**src/rtl/sdram_gate_pkg.sv**
```systemverilog
`timescale 1ns/1ps
package sdram_gate_pkg;

  localparam int BANK_COUNT = 4;
  localparam int BANK_BITS  = $clog2(BANK_COUNT);

  typedef enum logic [2:0] {
    OP_NOP   = 3'd0,
    OP_ACT   = 3'd1,
    OP_READ  = 3'd2,
    OP_WRITE = 3'd3,
    OP_PRE   = 3'd4,
    OP_MRS   = 3'd5
  } cmdOpE;

  typedef enum logic [3:0] {
    CAUSE_NONE      = 4'd0,
    CAUSE_MRD       = 4'd1,
    CAUSE_ACT_SAME  = 4'd2,
    CAUSE_ACT_CROSS = 4'd3,
    CAUSE_RCD       = 4'd4,
    CAUSE_RAS_MIN   = 4'd5,
    CAUSE_WR_REC    = 4'd6,
    CAUSE_RAS_MAX   = 4'd7,
    CAUSE_RW_CLOSED = 4'd8,
    CAUSE_ACT_OPEN  = 4'd9
  } causeE;

  // control -> datapath: one-hot bank strobes per issued command
  typedef struct packed {
    logic [BANK_COUNT-1:0] act;
    logic [BANK_COUNT-1:0] rd;
    logic [BANK_COUNT-1:0] wr;
    logic [BANK_COUNT-1:0] pre;
    logic                  mrs;
  } strobeT;

  // datapath -> control: window status
  typedef struct packed {
    logic [BANK_COUNT-1:0] open;
    logic [BANK_COUNT-1:0] rcClear;
    logic [BANK_COUNT-1:0] rpClear;
    logic [BANK_COUNT-1:0] rcdClear;
    logic [BANK_COUNT-1:0] rasClear;
    logic [BANK_COUNT-1:0] wrClear;
    logic [BANK_COUNT-1:0] rasOver;
    logic                  rrdClear;
    logic                  mrdClear;
  } timerStatT;

  function automatic int cyclesFor(int limitPs, int periodPs);
    return (limitPs + periodPs - 1) / periodPs;
  endfunction

  function automatic int maxInt(int a, int b);
    return (a > b) ? a : b;
  endfunction

endpackage

```
**src/rtl/sdram_gate_timers.sv**
```systemverilog
`timescale 1ns/1ps
module sdram_gate_timers
  import sdram_gate_pkg::*;
#(
  parameter int RC_CYC     = 9,
  parameter int RCD_CYC    = 3,
  parameter int RRD_CYC    = 2,
  parameter int RAS_CYC    = 6,
  parameter int RP_CYC     = 3,
  parameter int WR_CYC     = 2,
  parameter int MRD_CYC    = 2,
  parameter int RASMAX_CYC = 13334
) (
  input  logic      clk,
  input  logic      rstN,
  input  strobeT    strobe,
  output timerStatT stat
);

  localparam int SHORT_MAX = maxInt(maxInt(maxInt(RC_CYC, RCD_CYC), maxInt(RRD_CYC, RAS_CYC)),
                                    maxInt(maxInt(RP_CYC, WR_CYC), MRD_CYC));
  localparam int CW = $clog2(SHORT_MAX + 1);
  localparam int AW = $clog2(RASMAX_CYC + 2);

  typedef logic [CW-1:0] shortT;
  typedef logic [AW-1:0] ageT;

  localparam shortT RC_LD  = shortT'(RC_CYC - 1);
  localparam shortT RCD_LD = shortT'(RCD_CYC - 1);
  localparam shortT RRD_LD = shortT'(RRD_CYC - 1);
  localparam shortT RAS_LD = shortT'(RAS_CYC - 1);
  localparam shortT RP_LD  = shortT'(RP_CYC - 1);
  localparam shortT WR_LD  = shortT'(WR_CYC - 1);
  localparam shortT MRD_LD = shortT'(MRD_CYC - 1);
  localparam ageT   AGE_LIMIT = ageT'(RASMAX_CYC);

  function automatic shortT stepDown(shortT v);
    return (v == '0) ? '0 : shortT'(v - 1'b1);
  endfunction

  logic [BANK_COUNT-1:0] openV, rcClr, rpClr, rcdClr, rasClr, wrClr, overV;
  shortT rrdCnt, mrdCnt;

  for (genvar b = 0; b < BANK_COUNT; b++) begin : g_bank
    shortT rcCnt, rcdCnt, rasCnt, rpCnt, wrCnt;
    ageT   age;
    logic  isOpen;

    always_ff @(posedge clk) begin
      if (!rstN) begin
        rcCnt  <= '0;
        rcdCnt <= '0;
        rasCnt <= '0;
        rpCnt  <= '0;
        wrCnt  <= '0;
        age    <= '0;
        isOpen <= 1'b0;
      end else begin
        rcCnt  <= strobe.act[b] ? RC_LD  : stepDown(rcCnt);
        rcdCnt <= strobe.act[b] ? RCD_LD : stepDown(rcdCnt);
        rasCnt <= strobe.act[b] ? RAS_LD : stepDown(rasCnt);
        rpCnt  <= (strobe.pre[b] && isOpen) ? RP_LD : stepDown(rpCnt);
        wrCnt  <= strobe.wr[b] ? WR_LD : stepDown(wrCnt);
        if (strobe.act[b]) begin
          isOpen <= 1'b1;
          age    <= ageT'(1);
        end else if (strobe.pre[b]) begin
          isOpen <= 1'b0;
          age    <= '0;
        end else if (isOpen && age <= AGE_LIMIT) begin
          age <= ageT'(age + 1'b1);
        end
      end
    end

    assign openV[b]  = isOpen;
    assign rcClr[b]  = (rcCnt == '0);
    assign rpClr[b]  = (rpCnt == '0);
    assign rcdClr[b] = (rcdCnt == '0);
    assign rasClr[b] = (rasCnt == '0);
    assign wrClr[b]  = (wrCnt == '0);
    assign overV[b]  = isOpen && (age > AGE_LIMIT);
  end

  always_ff @(posedge clk) begin
    if (!rstN) begin
      rrdCnt <= '0;
      mrdCnt <= '0;
    end else begin
      rrdCnt <= (|strobe.act) ? RRD_LD : stepDown(rrdCnt);
      mrdCnt <= strobe.mrs ? MRD_LD : stepDown(mrdCnt);
    end
  end

  always_comb begin
    stat.open     = openV;
    stat.rcClear  = rcClr;
    stat.rpClear  = rpClr;
    stat.rcdClear = rcdClr;
    stat.rasClear = rasClr;
    stat.wrClear  = wrClr;
    stat.rasOver  = overV;
    stat.rrdClear = (rrdCnt == '0);
    stat.mrdClear = (mrdCnt == '0);
  end

endmodule

```
**src/rtl/sdram_gate_ctrl.sv**
```systemverilog
`timescale 1ns/1ps
module sdram_gate_ctrl
  import sdram_gate_pkg::*;
(
  input  logic                  clk,
  input  logic                  rstN,
  input  logic [2:0]            cmdOp,
  input  logic [BANK_BITS-1:0]  cmdBank,
  input  timerStatT             stat,
  output strobeT                strobe,
  output logic [BANK_COUNT-1:0] actAllowed,
  output logic [BANK_COUNT-1:0] rwAllowed,
  output logic [BANK_COUNT-1:0] preAllowed,
  output logic                  mrsAllowed,
  output logic                  violation,
  output logic [3:0]            violationCause
);

  cmdOpE                 op;
  logic [BANK_COUNT-1:0] bankSel;
  causeE                 cause;
  causeE                 causeQ;

  assign op      = cmdOpE'(cmdOp);
  assign bankSel = BANK_COUNT'(1) << cmdBank;

  always_comb begin
    strobe.act = (op == OP_ACT)   ? bankSel : '0;
    strobe.rd  = (op == OP_READ)  ? bankSel : '0;
    strobe.wr  = (op == OP_WRITE) ? bankSel : '0;
    strobe.pre = (op == OP_PRE)   ? bankSel : '0;
    strobe.mrs = (op == OP_MRS);
  end

  always_comb begin
    for (int b = 0; b < BANK_COUNT; b++) begin
      actAllowed[b] = stat.mrdClear && !stat.open[b] && stat.rcClear[b]
                      && stat.rpClear[b] && stat.rrdClear;
      rwAllowed[b]  = stat.mrdClear && stat.open[b] && stat.rcdClear[b];
      preAllowed[b] = stat.mrdClear
                      && (!stat.open[b] || (stat.rasClear[b] && stat.wrClear[b]));
    end
    mrsAllowed = stat.mrdClear;
  end

  // cause of this cycle's event; mode window first, then protocol, then timing
  always_comb begin
    cause = CAUSE_NONE;
    unique case (op)
      OP_ACT: begin
        if (!stat.mrdClear)                                        cause = CAUSE_MRD;
        else if (stat.open[cmdBank])                               cause = CAUSE_ACT_OPEN;
        else if (!stat.rcClear[cmdBank] || !stat.rpClear[cmdBank]) cause = CAUSE_ACT_SAME;
        else if (!stat.rrdClear)                                   cause = CAUSE_ACT_CROSS;
      end
      OP_READ, OP_WRITE: begin
        if (!stat.mrdClear)                 cause = CAUSE_MRD;
        else if (!stat.open[cmdBank])       cause = CAUSE_RW_CLOSED;
        else if (!stat.rcdClear[cmdBank])   cause = CAUSE_RCD;
      end
      OP_PRE: begin
        if (!stat.mrdClear)                 cause = CAUSE_MRD;
        else if (stat.open[cmdBank]) begin
          if (!stat.rasClear[cmdBank])      cause = CAUSE_RAS_MIN;
          else if (!stat.wrClear[cmdBank])  cause = CAUSE_WR_REC;
        end
      end
      OP_MRS: begin
        if (!stat.mrdClear)                 cause = CAUSE_MRD;
      end
      default: cause = CAUSE_NONE;
    endcase
    if (cause == CAUSE_NONE && (|stat.rasOver)) cause = CAUSE_RAS_MAX;
  end

  always_ff @(posedge clk) begin
    if (!rstN) begin
      violation <= 1'b0;
      causeQ    <= CAUSE_NONE;
    end else if (!violation && cause != CAUSE_NONE) begin
      violation <= 1'b1;
      causeQ    <= cause;
    end
  end

  assign violationCause = causeQ;

endmodule

```
**src/rtl/sdram_cmd_gate.sv**
```systemverilog
`timescale 1ns/1ps
module sdram_cmd_gate
  import sdram_gate_pkg::*;
#(
  parameter int CLK_PERIOD_PS = 7500,
  parameter int CAS_LATENCY   = 3,
  parameter bit FORCE_WR_TWO  = 1'b1,
  parameter int RAS_MAX_PS    = 100_000_000
) (
  input  logic                  clk,
  input  logic                  rstN,
  input  logic [2:0]            cmdOp,
  input  logic [BANK_BITS-1:0]  cmdBank,
  output logic [BANK_COUNT-1:0] actAllowed,
  output logic [BANK_COUNT-1:0] rwAllowed,
  output logic [BANK_COUNT-1:0] preAllowed,
  output logic                  mrsAllowed,
  output logic                  violation,
  output logic [3:0]            violationCause
);

  localparam int RC_CYC     = cyclesFor(67_000, CLK_PERIOD_PS);
  localparam int RCD_CYC    = cyclesFor(19_000, CLK_PERIOD_PS);
  localparam int RRD_CYC    = cyclesFor(15_000, CLK_PERIOD_PS);
  localparam int RAS_CYC    = cyclesFor(45_000, CLK_PERIOD_PS);
  localparam int RP_CYC     = cyclesFor(19_000, CLK_PERIOD_PS);
  localparam int RASMAX_CYC = cyclesFor(RAS_MAX_PS, CLK_PERIOD_PS);
  localparam bit SLOW_CLK   = (CLK_PERIOD_PS * 72) >= 1_000_000;
  localparam int WR_CYC     = (!FORCE_WR_TWO && SLOW_CLK) ? 1 : 2;
  localparam int MRD_CYC    = 2;
  localparam bit CFG_OK     = (CAS_LATENCY == 3 && CLK_PERIOD_PS >= 7500)
                            || (CAS_LATENCY == 2 && CLK_PERIOD_PS >= 9500);

  if (!CFG_OK) begin : g_badCfg
    $error("sdram_cmd_gate: clock period too short for the chosen CAS latency");
  end

  strobeT    strobe;
  timerStatT stat;

  sdram_gate_ctrl i_ctrl (
    .clk            (clk),
    .rstN           (rstN),
    .cmdOp          (cmdOp),
    .cmdBank        (cmdBank),
    .stat           (stat),
    .strobe         (strobe),
    .actAllowed     (actAllowed),
    .rwAllowed      (rwAllowed),
    .preAllowed     (preAllowed),
    .mrsAllowed     (mrsAllowed),
    .violation      (violation),
    .violationCause (violationCause)
  );

  sdram_gate_timers #(
    .RC_CYC     (RC_CYC),
    .RCD_CYC    (RCD_CYC),
    .RRD_CYC    (RRD_CYC),
    .RAS_CYC    (RAS_CYC),
    .RP_CYC     (RP_CYC),
    .WR_CYC     (WR_CYC),
    .MRD_CYC    (MRD_CYC),
    .RASMAX_CYC (RASMAX_CYC)
  ) i_timers (
    .clk    (clk),
    .rstN   (rstN),
    .strobe (strobe),
    .stat   (stat)
  );

endmodule

```
**config.mk**
```make
export PLATFORM = sky130hd
export DESIGN_NAME = sdram_cmd_gate
export DESIGN_NICKNAME = d
export VERILOG_FILES = /design/src/rtl/sdram_gate_pkg.sv /design/src/rtl/sdram_gate_timers.sv /design/src/rtl/sdram_gate_ctrl.sv /design/src/rtl/sdram_cmd_gate.sv
export SDC_FILE = /design/constraint.sdc
export NUM_CORES = 1
export LEC_CHECK = 0
export CAP_MARGIN = 20
export CORE_MARGIN = 1.5
export CORE_UTILIZATION = 45
export DETAILED_ROUTE_END_ITERATION = 6
export SLEW_MARGIN = 20
export SYNTH_ARGS = -nofsm -noshare
export SYNTH_HDL_FRONTEND = slang
export SYNTH_SLANG_ARGS = --single-unit
```
**constraint.sdc**
```tcl
create_clock -name clk -period 7.8 [get_ports clk]
set_clock_uncertainty 0.15 [all_clocks]
set_input_delay 2.34 -clock clk [delete_from_list [all_inputs] [get_ports clk]]
set_output_delay 2.34 -clock clk [all_outputs]
set_load 0.02 [all_outputs]
```
==> impl_metrics.yaml, run 1 <==
run_status:
  status: "completed"
synthesis:
  synthesis.nets: 892
  muxShareOfSynthArea_pct: 0.477
  synth_edf_count: 0
  synthFlopType: "dfxtp_1"
  yosys.area_share.adder_pct: 4.59
  synth_cells: 859
  yosysSeqAreaShare_pct: 43.2
  synth_seq_cells: 153
  yosysUniqueCellTypes: 54
  netlist_area_mm2: 0.00709
  synth-compound-area-share_pct: 14.7
  synth-simple-area-share_pct: 27.3
  synth_top_family_by_area: "simple AND/OR/NAND/NOR gates"
  synthXorXnorAreaFrac_pct: 5.68
  async_reset_ff_share_pct: 0
  avgSynthCellArea_um2: 8.25
  ys_warn_count: 0
setup_path:
  criticalPathCategory: "flip-flop to output pin"
  cp_common_cell: "nand2_1"
  arrival_ns: 2.85
  cp-end-kind: "output pin"
  max_stage_delay_ns: 0.69
  cp_max_fo: 10
  crit_chain: "inv_1 -> ha_1 -> nand2_1 -> clkinv_1 -> nand2_1 -> nor3_1 -> clkdlybuf4s50_1"
  critical_path.top_delay_family: "buffers and inverters"
  worstSetupPathDepth: 7
  startpoint_type: "flip-flop"
  crit_buf_inv: 3
  rr_worst_depth: 9
  required_ns: 5.31
  crit_path_top_delay_cell: "clkdlybuf4s50_1"
grt:
  grt_overflow: 0
  grt_usage_pct: 20.2
  first_global_vias: 5709
  grt_antenna_before_repair: 0
  grt_pass1_wl_mm: 26.4
  grt_max_degree: 22
clock_network:
  holdBufCountCts: 0
  clkLatencyLatePin_ns: 0.43
  clk_pin_slew_ns: 0.06
  cts_buffers: 17
  clkSinkCount: 153
  postCtsSetupRepairBufs: 0
  cts_buffer_depth: 2
  cts_tree: "done"
  root_buffer: "clkbuf_16"
  htreeDepth: 4
  cts_resized: 0
timing:
  max_freq_mhz: 187
  setup_viol: 0
  post-route-period-util_pct: 68.4
  setup_slack_ns: 2.46
  min_period_ns: 5.34
  worstMarginPinSlew_ns: 0.892
  rsz0062_at_grt: "no"
  setup_tns_ns: 0
  drv_slew: 0
  hold_viol: 0
  max-slew-margin-rel_pct: 40.4
drt:
  drt-total-wl_mm: 15.8
  viasPerCell: 5.49
  num_vias: 6069
  wl_per_cell_um: 14.3
  drc_errors: 0
  ant_nets: 0
  drt_iter0_drc: 393
  first_pass_iters: 4
pwr:
  max-vdd-ir-drop_v: 0.000245
  power.density_mw_per_mm2: 346
  cellLeakagePower_nw: 2.85
job:
  maxCapViolCount: 0
place:
  post-dp-hpwl_mm: 11.4
  port_buffers: 24
  place_congestion: 0.889
  post-place-cells: 1074
  pre_cts_slack_ns: 2.64
finish:
  final_cell_mix: "dfxtp_1, nor2_1, nand2_1"
  nNetsFinal: 915
  drive_gt1_share_pct: 5.70
  num_antenna_cells: 0
  area_delta_synth_final_pct: 13.9
  layout_commonest_cell: "dfxtp_1"
  finalNonFillerCells: 1106
die:
  rows: 45
  start_util_pct: 46.3
  die_w_um: 129
  dieArea_mm2: 0.0165
  io_pins: 25
  fp.dieH_um: 129
  core_area_mm2: 0.0153
min_path:
  holdCritPathClass: "flip-flop to flip-flop"
  hold_depth: 1
-- metal layers --
layer  vias up  GRT usage [%]  wire (um)
met2        81           33.7       7440
met3        12           4.91        564
met1      2905           25.9       7670
met4         0           6.28        123
li1       3071              -          -
met5         -              0          0
-- layout make-up --
type                            instances  area, um2
Multi-Input combinational cell        635       3740
Sequential cell                       153       3060
Clock inverter                         15        143
Inverter                               49        184
Tap cell                              211        264
Fill cell                            1454       7240
Timing Repair Buffer                   26        255
Clock buffer                           17        425
-- Yosys cell counts, types with 5 or more instances --
cell type | instances | area (um2)
inv_1 | 48 | 180
buf_2 | 5 | 25.0
nor4_1 | 8 | 50.1
nand2b_1 | 7 | 43.8
a21oi_1 | 69 | 345
nor2_1 | 114 | 428
xnor2_1 | 40 | 350
ha_1 | 26 | 325
nand3_1 | 27 | 135
nor3b_1 | 14 | 105
dfxtp_1 | 153 | 3060
or2_2 | 9 | 56.3
o21ai_0 | 41 | 205
and3_1 | 12 | 75.1
nand3b_1 | 17 | 128
nand2_1 | 73 | 274
o31ai_1 | 8 | 60.1
clkbuf_1 | 11 | 41.3
nor3_1 | 48 | 240
a211oi_1 | 7 | 52.6
xor2_1 | 6 | 52.6
or3_1 | 30 | 188
a31oi_1 | 21 | 131
nand4_1 | 11 | 68.8
-- worst paths after layout --
check,from,endpoint,slack [ns]
max,i_timers.mrdCnt[0]$_SDFF_PN0_,actAllowed[1],2.46
min,i_timers.g_bank[3].rcCnt[0]$_SDFF_PP0_,i_timers.g_bank[3].rcCnt[0]$_SDFF_PP0_,0.28
min reg2reg,i_timers.g_bank[3].rcCnt[0]$_SDFF_PP0_,i_timers.g_bank[3].rcCnt[0]$_SDFF_PP0_,0.28
max reg2reg,i_timers.g_bank[2].rasCnt[0]$_SDFF_PN0_,i_ctrl.violationCause[1]$_SDFFE_PN0P_,5.01
-- state kept, by name (all words and copies together), names as in the netlist --
name and flops:
i_timers.g_bank.isOpen 4, i_ctrl.violation 1, i_timers.g_bank.rcCnt 16, i_timers.g_bank.rcdCnt 16
i_timers.g_bank.age 56, i_timers.mrdCnt 4, i_timers.g_bank.rasCnt 16, i_ctrl.violationCause 4
i_timers.rrdCnt 4, i_timers.g_bank.wrCnt 16, i_timers.g_bank.rpCnt 16
-- worst register-to-register path, delay by kind of cell (launching register included) --
kind	cells	cell delay, ns
simple gates	3	1.10
compound gates	4	0.87
flops	1	0.32
fa+ha+maj	1	0.19
buf+inv	1	0.05
-- power by group --
part | internal (mW) | leakage (nW) | switching (mW)
clock | 0.444 | 0.257 | 0.348
combinational | 0.437 | 1.35 | 0.543
sequential | 0.924 | 1.24 | 0.0990
total | 1.80 | 2.85 | 0.990
-- through the flow --
step | instance area, um2 | hold slack [ns] | utilization, % | total power [mW]
floorplan | 7090 | 0.254 | - | 1.72
global placement | 7500 | 0.266 | 49.0 | 1.98
detailed placement | 7500 | 0.271 | 49.0 | 2.02
CTS | 8070 | 0.281 | 52.7 | 2.82
global route | 8070 | 0.291 | 52.7 | 2.99
finish | 8070 | 0.282 | 52.7 | 2.79
-- kinds of logic after synthesis --
kind of cell	Yosys count
buffers and inverters	71
muxes	2
xor gates and xnor gates	46
adders and majority gates	26
AOI/OAI and AO/OA	173
DFF	153
and+or+nand+nor	388
Power figures use the tool's default switching activity.
==> run 2: changes to the inputs <==
==> constraint.sdc (replaced) <==
create_clock -name clk -period 4.9 [get_ports clk]
set_clock_uncertainty 0.15 [all_clocks]
set_input_delay 1.47 -clock clk [delete_from_list [all_inputs] [get_ports clk]]
set_output_delay 1.47 -clock clk [all_outputs]
set_load 0.02 [all_outputs]
==> run 2 against run 1 <==
Sequential cell count unchanged. Critical endpoint unchanged. Clock-buffer cell count unchanged. Final area grew 1.4%. Sequential power up 60%. Critical path type unchanged.
==> impl_metrics.yaml, run 2 (synthesis results as in run 1) <==
run_status:
  status: "completed"
setup_path:
  worst-r2r-setup-slack_ns: 2.23
  rr_endpoint: "i_ctrl.violationCause[1]$_SDFFE_PN0P_"
  rr_worst_depth: 10
  arrival_ns: 2.79
  startpoint_type: "flip-flop"
  cp_max_fo: 10
  criticalPathCategory: "flip-flop to output pin"
  timing.rr.start: "i_timers.g_bank[1].rasCnt[0]$_SDFF_PN0_"
  cp-end-kind: "output pin"
  required_ns: 3.28
clock_network:
  clkSinkCount: 153
  holdBufCountCts: 0
  postCtsSetupRepairBufs: 0
  cts_buffers: 17
  cts_tree: "done"
  htreeDepth: 4
  cts_resized: 0
  root_buffer: "clkbuf_16"
  clk_pin_slew_ns: 0.07
  clkLatencyLatePin_ns: 0.42
  cts_buffer_depth: 2
finish:
  num_antenna_cells: 0
  area_delta_synth_final_pct: 15.5
  largest_register: "i_timers.g_bank.age"
  largest_reg_flops: 56
  nNetsFinal: 926
  layout_commonest_cell: "dfxtp_1"
  fin_area_mm2: 0.00819
  final_cell_mix: "dfxtp_1, nor2_1, nand2_1"
  drive_gt1_share_pct: 6.84
place:
  place_congestion: 0.929
  port_buffers: 24
  post-dp-hpwl_mm: 11.7
  placed_area_mm2: 0.00759
pwr:
  power.density_mw_per_mm2: 564
  cellLeakagePower_nw: 2.94
  max-vdd-ir-drop_v: 0.000295
die:
  die_w_um: 129
  core_area_mm2: 0.0153
  dieArea_mm2: 0.0165
  fp.dieH_um: 129
  start_util_pct: 46.3
  rows: 45
  io_pins: 25
timing:
  max_freq_mhz: 227
  setup_viol: 0
  hold_viol: 0
  max-slew-margin-rel_pct: 40.5
  drv_slew: 0
  worstMarginPinSlew_ns: 0.892
  rsz0062_at_grt: "no"
  post-route-period-util_pct: 90.0
  min_period_ns: 4.41
  setup_tns_ns: 0
drt:
  wl_per_cell_um: 14.5
  drc_errors: 0
  first_pass_iters: 5
  num_vias: 6149
  viasPerCell: 5.50
  drt-total-wl_mm: 16.2
  drt_iter0_drc: 358
  ant_nets: 0
min_path:
  hold_depth: 1
  holdCritPathClass: "flip-flop to flip-flop"
  worstHoldStart: "i_timers.g_bank[0].rcCnt[0]$_SDFF_PP0_"
  holdPathEnd: "i_timers.g_bank[0].rcCnt[0]$_SDFF_PP0_"
grt:
  grt_overflow: 0
  grt_antenna_before_repair: 0
  grt_max_degree: 26
  grt_usage_pct: 20.4
  first_global_vias: 5777
  grt_pass1_wl_mm: 26.9
job:
  maxCapViolCount: 0
run 2: cell count changes in the layout (fill, tap and decap cells not counted):
| cell | before | now |
|---|---|---|
| clkinvlp_4 | 7 | 2 |
| buf_4 | 2 | 13 |
| clkinv_2 | 1 | 5 |
| inv_8 | 1 | 0 |
| bufinv_16 | 1 | 3 |
| clkinv_4 | 1 | 2 |
| inv_6 | 4 | 3 |
run 2: worst max-delay path, cell delays in order, from the launching register on:
cell and delay (ns):
dfxtp_1 0.31, inv_1 0.08, ha_1 0.20, nand2_1 0.24
clkinv_1 0.30, nand2_1 0.19, nor3_1 0.37, clkdlybuf4s50_1 0.67
run 2: through the flow:
step | worst slack [ns] | power (mW) | hold WS [ns] | cells | utilization, %
global placement | 0.833 | 3.22 | 0.265 | 1085 | 49.5
floorplan | 1.52 | 2.74 | 0.254 | 859 | -
finish | 0.490 | 4.62 | 0.277 | 1117 | 53.5
CTS | 0.485 | 4.65 | 0.283 | 1117 | 53.5
global route | 0.343 | 4.91 | 0.304 | 1117 | 53.5
detailed placement | 0.706 | 3.30 | 0.274 | 1085 | 49.5
run 2: metal layers:
metal	track usage [%]	part of all wire, %	vias to the layer above
met5	0	0	-
met1	25.1	46	2924
met4	7.60	1.6	0
met3	4.37	3.3	29
met2	35.3	49	106
li1	-	-	3090
run 2: worst max-delay path by stage:
stage,startpoint,to,depth (start not counted),slack [ns]
2_1_floorplan,cmdBank[1],i_ctrl.violationCause[1]$_SDFFE_PN0P_,8,1.52
3_3_place_gp,cmdBank[1],i_ctrl.violationCause[0]$_SDFFE_PN0P_,7,0.83
3_5_place_dp,cmdBank[1],i_ctrl.violationCause[1]$_SDFFE_PN0P_,8,0.71
4_1_cts,i_timers.mrdCnt[0]$_SDFF_PN0_,actAllowed[1],7,0.48
5_1_grt,i_timers.mrdCnt[0]$_SDFF_PN0_,actAllowed[1],7,0.34
6_report,i_timers.mrdCnt[0]$_SDFF_PN0_,actAllowed[1],7,0.49
run 2: layout make-up:
class | instances | area, um2
clock inverter | 15 | 174
tap | 211 | 264
multi-input combinational | 635 | 3740
clock buffer | 17 | 425
fill | 1436 | 7130
inverter | 49 | 184
sequential | 153 | 3060
timing repair buffer | 37 | 338
run 2: where the power goes:
part | internal [mW] | switching, mW | total (mW)
clock network | 0.802 | 0.533 | 1.33
registers | 1.47 | 0.160 | 1.63
logic | 0.761 | 0.889 | 1.65
